$ cat src/rtl/pio_hs_port.sv
module pio_hs_port #(
  parameter int DATA_W      = 8,
  parameter int SYNC_STAGES = 2,
  parameter bit USE_IRQ     = 1'b1
) (
  input  logic              clk,
  input  logic              rst_n,
  input  logic [DATA_W-1:0] dev_data,
  input  logic              dev_valid,
  output logic              dev_accept,
  input  logic              bus_sel,
  input  logic              bus_rd,
  input  logic              bus_wr,
  input  logic              bus_addr,
  input  logic [DATA_W-1:0] bus_wdata,
  output logic [DATA_W-1:0] bus_rdata,
  output logic              irq
);

  logic [SYNC_STAGES-1:0] sync_q;
  logic                   valid_s, valid_d;
  logic [DATA_W-1:0]      hold_q;
  logic                   ready_q, ovr_q;

  always_ff @(posedge clk or negedge rst_n)
    if (!rst_n) sync_q <= '0;
    else        sync_q <= {sync_q[SYNC_STAGES-2:0], dev_valid};

  assign valid_s = sync_q[SYNC_STAGES-1];

  wire rd_data  = bus_sel && bus_rd && !bus_addr;
  wire wr_ctrl  = bus_sel && bus_wr &&  bus_addr;
  wire clr_rdy  = rd_data || (wr_ctrl && bus_wdata[0]);
  wire clr_ovr  = wr_ctrl && bus_wdata[1];
  wire take     = valid_s && !dev_accept && !ready_q;
  wire withdraw = valid_d && !valid_s && !dev_accept;

  always_ff @(posedge clk or negedge rst_n) begin
    if (!rst_n) begin
      valid_d    <= 1'b0;
      dev_accept <= 1'b0;
      ready_q    <= 1'b0;
      ovr_q      <= 1'b0;
      hold_q     <= '0;
    end else begin
      valid_d <= valid_s;
      if (take) begin
        hold_q     <= dev_data;
        dev_accept <= 1'b1;
        ready_q    <= 1'b1;
      end else begin
        if (dev_accept && !valid_s) dev_accept <= 1'b0;
        if (clr_rdy)                ready_q    <= 1'b0;
      end
      if (withdraw)     ovr_q <= 1'b1;
      else if (clr_ovr) ovr_q <= 1'b0;
    end
  end

  assign bus_rdata = bus_addr ? {{(DATA_W-2){1'b0}}, ovr_q, ready_q} : hold_q;

  generate
    if (USE_IRQ) begin : g_irq
      assign irq = ready_q;
    end else begin : g_noirq
      assign irq = 1'b0;
    end
  endgenerate

  AST_ACCEPT_AFTER_VALID: assert property (@(posedge clk) disable iff (!rst_n)
    $rose(dev_accept) |-> $past(valid_s)) else $error("accept without valid");

  AST_DROP_ON_INVALID: assert property (@(posedge clk) disable iff (!rst_n)
    (dev_accept && !valid_s) |=> !dev_accept) else $error("accept held");

  AST_READ_CLEARS: assert property (@(posedge clk) disable iff (!rst_n)
    (rd_data && ready_q) |=> !ready_q) else $error("read kept flag");

  AST_W1C_CLEARS: assert property (@(posedge clk) disable iff (!rst_n)
    (wr_ctrl && bus_wdata[0] && ready_q) |=> !ready_q) else $error("w1c kept flag");

  AST_NO_ACCEPT_WHILE_FULL: assert property (@(posedge clk) disable iff (!rst_n)
    (ready_q && !dev_accept) |=> !dev_accept) else $error("accepted while full");

  AST_OVR_STICKY: assert property (@(posedge clk) disable iff (!rst_n)
    (ovr_q && !clr_ovr) |=> ovr_q) else $error("overrun lost");

endmodule

$ cat config.mk
export PLATFORM = sky130hd
export DESIGN_NAME = pio_hs_port
export DESIGN_NICKNAME = d
export VERILOG_FILES = /design/src/rtl/pio_hs_port.sv
export SDC_FILE = /design/constraint.sdc
export NUM_CORES = 1
export LEC_CHECK = 0
export ABC_AREA = 1
export BUFFER_PORTS_ARGS = -buffer_cell sky130_fd_sc_hd__clkbuf_2
export CAP_MARGIN = 20
export CELL_PAD_IN_SITES_DETAIL_PLACEMENT = 1
export CELL_PAD_IN_SITES_GLOBAL_PLACEMENT = 2
export CORE_MARGIN = 2
export CORE_UTILIZATION = 23
export CTS_CLUSTER_SIZE = 40
export DETAILED_ROUTE_END_ITERATION = 6
export PLACE_DENSITY_LB_ADDON = 0.3
export SETUP_SLACK_MARGIN = 0.4
export SLEW_MARGIN = 5
export SYNTH_ARGS = -nofsm -noshare
export SYNTH_HDL_FRONTEND = slang
export SYNTH_SLANG_ARGS = --single-unit
$ cat constraint.sdc
create_clock -name clk -period 1.3 [get_ports clk]
set_input_delay 0.195 -clock clk [delete_from_list [all_inputs] [get_ports clk]]
set_output_delay 0.195 -clock clk [all_outputs]
set_load 0.05 [all_outputs]
==> flow_metrics.tcl, run 1 <==
set metrics [dict create \
    first_pass_iters 4 \
    tightest_slew_ns 0.354 \
    drive_gt1_share_pct 65.5 \
    avgSynthCellArea_um2 9.09 \
    regToRegStartpoint "dev_accept" \
    port_buffers 26 \
    fin_nets 134 \
    fin_ws_ns 0.0204 \
    fillCellCount 321 \
    synth_fp_nets 94 \
    area_growth_pct 77.5 \
    peakVddDrop_uv 947 \
    postRouteAntennaNets 0 \
    antenna_cells 0 \
    cp-start-kind "flop" \
    rows 19 \
    min_from "dev_valid" \
    ys_warn_count 0 \
    numCtsBuffers 3 \
    place_congestion 0.730 \
    clk_latency_ns 0.27 \
    die-height_um 57.0 \
    wire_per_inst_um 11.1 \
    yosysSeqAreaShare_pct 54.3 \
    finalSetupViolations 0 \
    min_to "sync_q[0]" \
    whs_path_depth 1 \
    first_iter_violations 7 \
    core_region_area_um2 2710 \
    rsz0062_at_grt "yes" \
    layout.area.seq_um2 354 \
    final_common_cell "clkbuf_2" \
    hold_viol 0 \
    num_vias 589 \
    root_buffer "clkbuf_4" \
    grt_overflow 0 \
    synth_cell_type_count 14 \
    avgViaCountPerCell 4.18 \
    critPathArrivalTime_ns 1.08 \
    drc 0 \
    synth_area_um2 646 \
    status "finished clean" \
    hp-class "in -> reg" \
    critical_path_required_ns 1.11 \
    cts_tree "yes" \
    period_minus_slack_ns 1.28 \
    timing.final.crit_share_pct 98.4 \
    worstPathMaxFanout 2 \
    critPathCaptureType "output pin" \
    grt_pass1_wl_mm 2.64 \
    crit_type "reg -> out" \
    reg2reg_to "hold_q[3]" \
    worst_clock_skew_ns 0.000807 \
    max_slew_margin_pct 76.4 \
    h-tree-depth 1 \
    yosys.area.top_type "dfrtp_1" \
    ioPinCount 33 \
    die_x_um 57.0 \
    worstRegToRegCells 3 \
    syn_inst 71 \
    tns_ns 0 \
    antenna_found_initial 0 \
    multi_input_area_um2 319 \
    layout_common_cells "clkbuf_2 (16), dfrtp_1 (11), inv_1 (10)" \
    hold_ws_ns 0.0278 \
    power_leakage_uw 0.000563 \
    initial_core_util_pct 23.8 \
    grt_max_degree 15 \
    slew_violations 0 \
    dp_hpwl_mm 1.08 \
    pre_cts_ws_ns 0.213 \
    track_usage_pct 10.8 \
    path_clk_slew_ns 0.08 \
    fmaxAchievable_ghz 0.782 \
    wl_met1_um 653 \
    maxCapViolations 0 \
    wl_met2_um 829 \
    power_density_nw_per_um2 2180 \
    dieArea_um2 3250 \
    routed_wl_mm 1.57 \
    met3_length_um 67 \
    ys_ff_latch 14 \
    cts.sinks 14 \
    grt_pass1_vias 621 \
    synthTopCellsByArea "dfrtp_1 (54%), o21ai_2 (11%), inv_1 (9.3%), nand2_1 (7.0%), nor2_1 (5.2%)" \
    yosysTopAreaCellShare_pct 54.3 \
    topRoutingLayerUsed "met4" \
    reg2reg_slack_ns 0.36 \
    cts_buffer_depth 2 \
]
[worst max-delay path: stages, from the launching register on]
cell and delay, ns:
dfrtp_1 0.38, mux2_4 0.28, buf_8 0.15
[area by class of cell]
type	instances	share of cell area, %
tap	31	3.38
clock buffer	4	2.29
sequential	14	30.9
timing repair buffer	35	29.0
inverter	18	6.55
multi-input combinational	39	27.8
[flip-flops by register name, indices dropped and copies added, names as in the netlist]
name / count
valid_d: 1
hold_q: 8
dev_accept: 1
ovr_q: 1
sync_q: 2
irq: 1
[through the flow]
step / util (%) / cells / area (µm²) / total power [µW]
6_report: 42.3 / 141 / 1150 / 2500
2_1_floorplan: - / 71 / 717 / 1520
3_5_place_dp: 33.0 / 128 / 893 / 1750
3_3_place_gp: 33.0 / 128 / 893 / 1720
4_1_cts: 41.0 / 139 / 1110 / 2420
5_1_grt: 42.3 / 141 / 1150 / 2640
[metal layers]
metal	vias to the layer above	GRT usage [%]
li1	296	-
met1	277	12.3
met2	14	19.0
met3	2	1.59
met4	0	5.98
met5	-	0
[logic make-up after synthesis]
family / share of synthesized area [%]
and+or+nand+nor: 17.4
buffers and inverters: 13.4
DFF: 54.3
AOI/OAI and AO/OA: 13.2
muxes: 1.74
[power breakdown]
group / total, µW / switching, µW / internal (µW)
combinational: 1510 / 829 / 684
clock: 259 / 140 / 119
sequential: 724 / 128 / 596
[synthesized netlist by cell type]
library cell,count
mux2_2,1
a21oi_1,2
o21ai_1,1
nand3_1,2
buf_6,1
buf_4,1
dfrtp_1,14
nand4_1,1
inv_2,2
nor2_1,9
nand3_4,1
o21ai_2,8
nand2_1,12
inv_1,16
[worst max-delay path by stage]
stage | end | slack (ns) | cells past startpoint | startpoint
global route | bus_rdata[1] | -0.01 | 2 | hold_q[1]
finish | bus_rdata[1] | 0.02 | 2 | hold_q[1]
floorplan | bus_rdata[0] | 0.16 | 2 | irq
CTS | bus_rdata[1] | -0.009 | 2 | hold_q[1]
global placement | bus_rdata[7] | 0.21 | 4 | bus_addr
detailed placement | bus_rdata[4] | 0.21 | 4 | bus_addr
[what timing repair did]
item / in CTS / in global routing
setup endpoints to repair: 19 / 20
buffers inserted: 4 / 2
hold endpoints to repair: 14 / 0
cloned: 2 / 0
hold buffers: 1 / 0
pin swaps: 2 / 2
resized for setup: 34 / 10
Power figures use the tool's default switching activity.
==> inputs of run 2 (changes only) <==
--- a/config.mk
+++ b/config.mk
@@ -12,6 +12,7 @@
 export CELL_PAD_IN_SITES_GLOBAL_PLACEMENT = 2
 export CORE_MARGIN = 2
 export CORE_UTILIZATION = 23
+export CTS_BUF_LIST = sky130_fd_sc_hd__clkbuf_16
 export CTS_CLUSTER_SIZE = 40
 export DETAILED_ROUTE_END_ITERATION = 6
 export PLACE_DENSITY_LB_ADDON = 0.3
==> flow_metrics.tcl, run 2 (synthesized netlist as in run 1, its figures left out) <==
set metrics [dict create \
    finalSetupViolations 0 \
    max_slew_margin_pct 75.5 \
    antenna_found_initial 0 \
    rsz0062_at_grt "yes" \
    dpl.cell_count 128 \
    track_usage_pct 11.7 \
    power_density_nw_per_um2 2390 \
    fin_area_um2 1180 \
    place_congestion 0.730 \
    cp-startpoint "hold_q[1]" \
    h-tree-depth 1 \
    maxCapViolations 0 \
    fmaxAchievable_ghz 0.812 \
    tightest_slew_ns 0.367 \
    clk_latency_ns 0.24 \
    stdcell_count 142 \
    busiest_layer "met2" \
    top_regs "hold_q (8), sync_q (2)" \
    grt_overflow 0 \
    path_clk_slew_ns 0.04 \
    tns_ns 0 \
    critPathCaptureType "output pin" \
    status "finished clean" \
    numCtsBuffers 3 \
    die-height_um 57.0 \
    hold_viol 0 \
    final_common_cell "clkbuf_2" \
    critPathArrivalTime_ns 1.04 \
    reg2reg_to "hold_q[3]" \
    die_x_um 57.0 \
    timing.final.crit_share_pct 94.8 \
    fin_util_pct 43.4 \
    worstPathMaxFanout 2 \
    met1_usage_pct 13.4 \
    grt_pass1_vias 637 \
    grt_max_degree 15 \
    drc 0 \
    root_buffer "clkbuf_16" \
    postRouteAntennaNets 0 \
    area_growth_pct 82.4 \
    power_leakage_uw 0.000583 \
    placed_area_um2 893 \
    dp_hpwl_mm 1.08 \
    slew_violations 0 \
    fillCellCount 320 \
    num_vias 601 \
    dieArea_um2 3250 \
    regToRegStartpoint "irq" \
    initial_core_util_pct 23.8 \
    grt_pass1_wl_mm 2.77 \
    first_pass_iters 4 \
    grtUsageMet2_pct 19.7 \
    first_iter_violations 1 \
    drive_gt1_share_pct 64.0 \
    antenna_cells 0 \
    avgViaCountPerCell 4.23 \
    wire_per_inst_um 12.0 \
    cts_buffer_depth 2 \
    grt_use_met3_pct 1.59 \
    cts.sinks 14 \
    port_buffers 26 \
    top_register "hold_q" \
    fin_nets 135 \
    hp-class "in -> reg" \
    crit_path_end "bus_rdata[1]" \
    layout_common_cells "clkbuf_2 (16), inv_1 (11), dfrtp_1 (11)" \
    whs_path_depth 1 \
    routed_wl_mm 1.70 \
    cp-start-kind "flop" \
    core_region_area_um2 2710 \
    ioPinCount 33 \
    reg2reg_slack_ns 0.36 \
    period_minus_slack_ns 1.23 \
    largest_reg_flops 8 \
    worstRegToRegCells 3 \
    rows 19 \
    critical_path_required_ns 1.11 \
    crit_type "reg -> out" \
    peakVddDrop_uv 940 \
    cts_tree "yes" \
    hold_ws_ns 0.0643 \
    worst_clock_skew_ns 0.00287 \
]
run 2: cell count changes in the layout (fill, tap and decap cells not counted), sizes merged:
cell / delta
buf: +3
clkinv: +1
clkbuf: -3
run 2: worst max-delay path, cell delays in order, from the launching register on:
cell,delay [ns]
dfrtp_1,0.37
mux2_4,0.28
buf_8,0.15
run 2: what timing repair did:
| action | CTS | global route |
|---|---|---|
| setup endpoints to repair | 19 | 20 |
| setup buffers | 3 | 4 |
| gates cloned | 2 | 0 |
| hold buffers | 1 | 0 |
| pin swaps | 2 | 0 |
| hold endpoints to repair | 14 | 0 |
| gates resized for setup | 27 | 15 |
run 2: cell type report:
class | instances | area, µm² | share of cell area (%)
Sequential cell | 14 | 354 | 30.1
Clock inverter | 1 | 3.75 | 0.319
Multi-Input combinational cell | 39 | 312 | 26.5
Inverter | 18 | 77.6 | 6.59
Tap cell | 31 | 38.8 | 3.29
Clock buffer | 3 | 75.1 | 6.38
Timing Repair Buffer | 36 | 317 | 26.9
run 2: how the worst min path moves through the flow:
stage / start / to
after floorplan: rst_n / dev_accept
after global placement: rst_n / sync_q[0]
after detailed placement: rst_n / sync_q[1]
after CTS: dev_valid / sync_q[0]
after global routing: dev_valid / sync_q[0]
final: dev_valid / sync_q[0]
run 2: stage by stage:
step / setup WS [ns] / total power, µW
final: 0.0682 / 2810
after global routing: 0.0410 / 2970
after CTS: 0.0396 / 2660
after detailed placement: 0.213 / 1750
after global placement: 0.213 / 1720
after floorplan: 0.161 / 1520
run 2: metal layers:
metal	vias up	part of all wire (%)
met2	17	54
met1	280	39
li1	299	-
met5	-	0
met3	5	4.1
met4	0	3.2
run 2: power by group:
group / leakage (µW) / switching, µW / total (µW) / internal [µW]
registers: 0.000164 / 130 / 729 / 599
logic: 0.000376 / 842 / 1500 / 660
clock network: 0.0000423 / 174 / 580 / 406
total: 0.000583 / 1150 / 2810 / 1660
==> inputs of run 3 (changes only) <==
--- a/config.mk
+++ b/config.mk
@@ -15,7 +15,8 @@
 export CTS_BUF_LIST = sky130_fd_sc_hd__clkbuf_16
 export CTS_CLUSTER_SIZE = 40
 export DETAILED_ROUTE_END_ITERATION = 6
-export PLACE_DENSITY_LB_ADDON = 0.3
+export GPL_TIMING_DRIVEN = 0
+export PLACE_DENSITY_LB_ADDON = 0.1
 export SETUP_SLACK_MARGIN = 0.4
 export SLEW_MARGIN = 5
 export SYNTH_ARGS = -nofsm -noshare
==> flow_metrics.tcl, run 3 (synthesized netlist as in run 1, its figures left out) <==
set metrics [dict create \
    status "finished clean" \
    area_growth_pct 94.6 \
    antenna_cells 0 \
    pre_cts_ws_ns -0.00223 \
    critical_path_required_ns 1.11 \
    wire_per_inst_um 11.2 \
    crit_chain "mux2_4, buf_8" \
    maxCapViolations 0 \
    num_vias 607 \
    regToRegStartpoint "irq" \
    first_pass_iters 2 \
    root_buffer "clkbuf_16" \
    power_leakage_uw 0.000627 \
    grt_max_degree 15 \
    p_sw_uw 1180 \
    crit_type "reg -> out" \
    cp-startpoint "hold_q[1]" \
    critPathCaptureType "output pin" \
    rows 19 \
    fin_ws_ns 0.0630 \
    layout_common_cells "clkbuf_2 (16), dfrtp_1 (12), inv_1 (10)" \
    die-height_um 57.0 \
    dieArea_um2 3250 \
    port_buffers 26 \
    tightest_slew_ns 0.378 \
    placed_area_um2 886 \
    grt_overflow 0 \
    worstPathMaxFanout 2 \
    hp-class "in -> reg" \
    first_iter_violations 5 \
    slew_violations 0 \
    drive_gt1_share_pct 69.0 \
    top_register "hold_q" \
    cts_buffer_depth 2 \
    path_clk_slew_ns 0.05 \
    cts.sinks 14 \
    grt_pass1_vias 598 \
    hold_viol 0 \
    p_seq_share_pct 24.7 \
    internal_power_uw 1810 \
    period_minus_slack_ns 1.24 \
    power_density_nw_per_um2 2370 \
    routed_wl_mm 1.61 \
    finalSetupViolations 0 \
    fin_nets 137 \
    worst_clock_skew_ns 0.000992 \
    core_region_area_um2 2710 \
    place_congestion 0.651 \
    antenna_found_initial 0 \
    pwr-share-comb_pct 55.9 \
    final_common_cell "clkbuf_2" \
    pwr-share-clk_pct 19.4 \
    swShare_pct 39.5 \
    max_slew_margin_pct 74.8 \
    top_regs "hold_q (8), sync_q (2)" \
    grt_pass1_wl_mm 2.58 \
    cpPeakStageDelay_ns 0.37 \
    die_x_um 57.0 \
    largest_reg_flops 8 \
    fin_area_um2 1260 \
    clk_latency_ns 0.24 \
    fmaxAchievable_ghz 0.808 \
    drc 0 \
    ioPinCount 33 \
    peakVddDrop_uv 1250 \
    h-tree-depth 1 \
    timing.final.crit_share_pct 95.2 \
    cp-start-kind "flop" \
    rsz0062_at_grt "yes" \
    cpMaxStageDelayCell "dfrtp_1" \
    min_from "dev_valid" \
    postRouteAntennaNets 0 \
    cts_tree "yes" \
    initial_core_util_pct 23.8 \
    dp_hpwl_mm 1.04 \
    numCtsBuffers 3 \
    avgViaCountPerCell 4.22 \
    critPathArrivalTime_ns 1.04 \
    track_usage_pct 10.9 \
]
run 3: final cells by class:
cell class | count | area (µm²)
tap | 31 | 38.8
inverter | 18 | 70.1
sequential | 14 | 353
multi-input combinational | 37 | 322
clock buffer | 3 | 75.1
timing repair buffer | 38 | 363
fill | 317 | 1450
clock inverter | 1 | 3.75
buffer | 2 | 31.3
run 3: worst max-delay path: cells and delay by family, from the launching register on:
kind	cells	cell delay [ns]
DFF	1	0.37
muxes	1	0.28
buffers and inverters	1	0.15
run 3: routing by layer:
layer  GRT usage, %  routed length, µm  up-vias
met5              0                  0        -
met4           5.98                 30        0
met3           3.63                103        4
met2           16.9                773       18
met1           13.3                698      285
li1               -                  -      300
run 3: per-stage QoR:
stage | utilization, % | std cells | TNS [ns] | hold slack, ns | power, µW
5_1_grt | 46.4 | 144 | 0 | 0.0547 | 3150
3_5_place_dp | 32.7 | 128 | -0.00223 | 0.132 | 1720
3_3_place_gp | 32.7 | 128 | 0 | 0.132 | 1700
6_report | 46.4 | 144 | 0 | 0.0572 | 2980
2_1_floorplan | - | 71 | 0 | -0.101 | 1520
4_1_cts | 42.8 | 141 | 0 | 0.0520 | 2720
run 3: worst paths after layout:
| kind | endpoint | slack [ns] | cells after the start |
|---|---|---|---|
| hold / removal | sync_q[0] | 0.06 | 1 |
| setup reg to reg | hold_q[1] | 0.14 | 6 |
| setup / recovery | bus_rdata[1] | 0.06 | 2 |
| min in group asynchronous | ovr_q | 0.40 | 2 |
| max in group asynchronous | irq | 0.60 | 2 |
| hold reg to reg | sync_q[1] | 0.34 | 0 |
run 3: power by group through the flow:
stage	combinational, µW	clock (µW)	sequential (µW)
global route	1780	619	754
finish	1670	579	736
CTS	1420	603	701
floorplan	753	0	769
detailed placement	1020	0	701
global placement	1010	0	694
run 3: what timing repair did:
action	4_1_cts	5_1_grt
pin swaps	1	0
setup endpoints to repair	19	19
gates cloned	1	0
hold endpoints to repair	14	0
buffers inserted	7	3
hold buffers	1	0
resized for setup	29	26
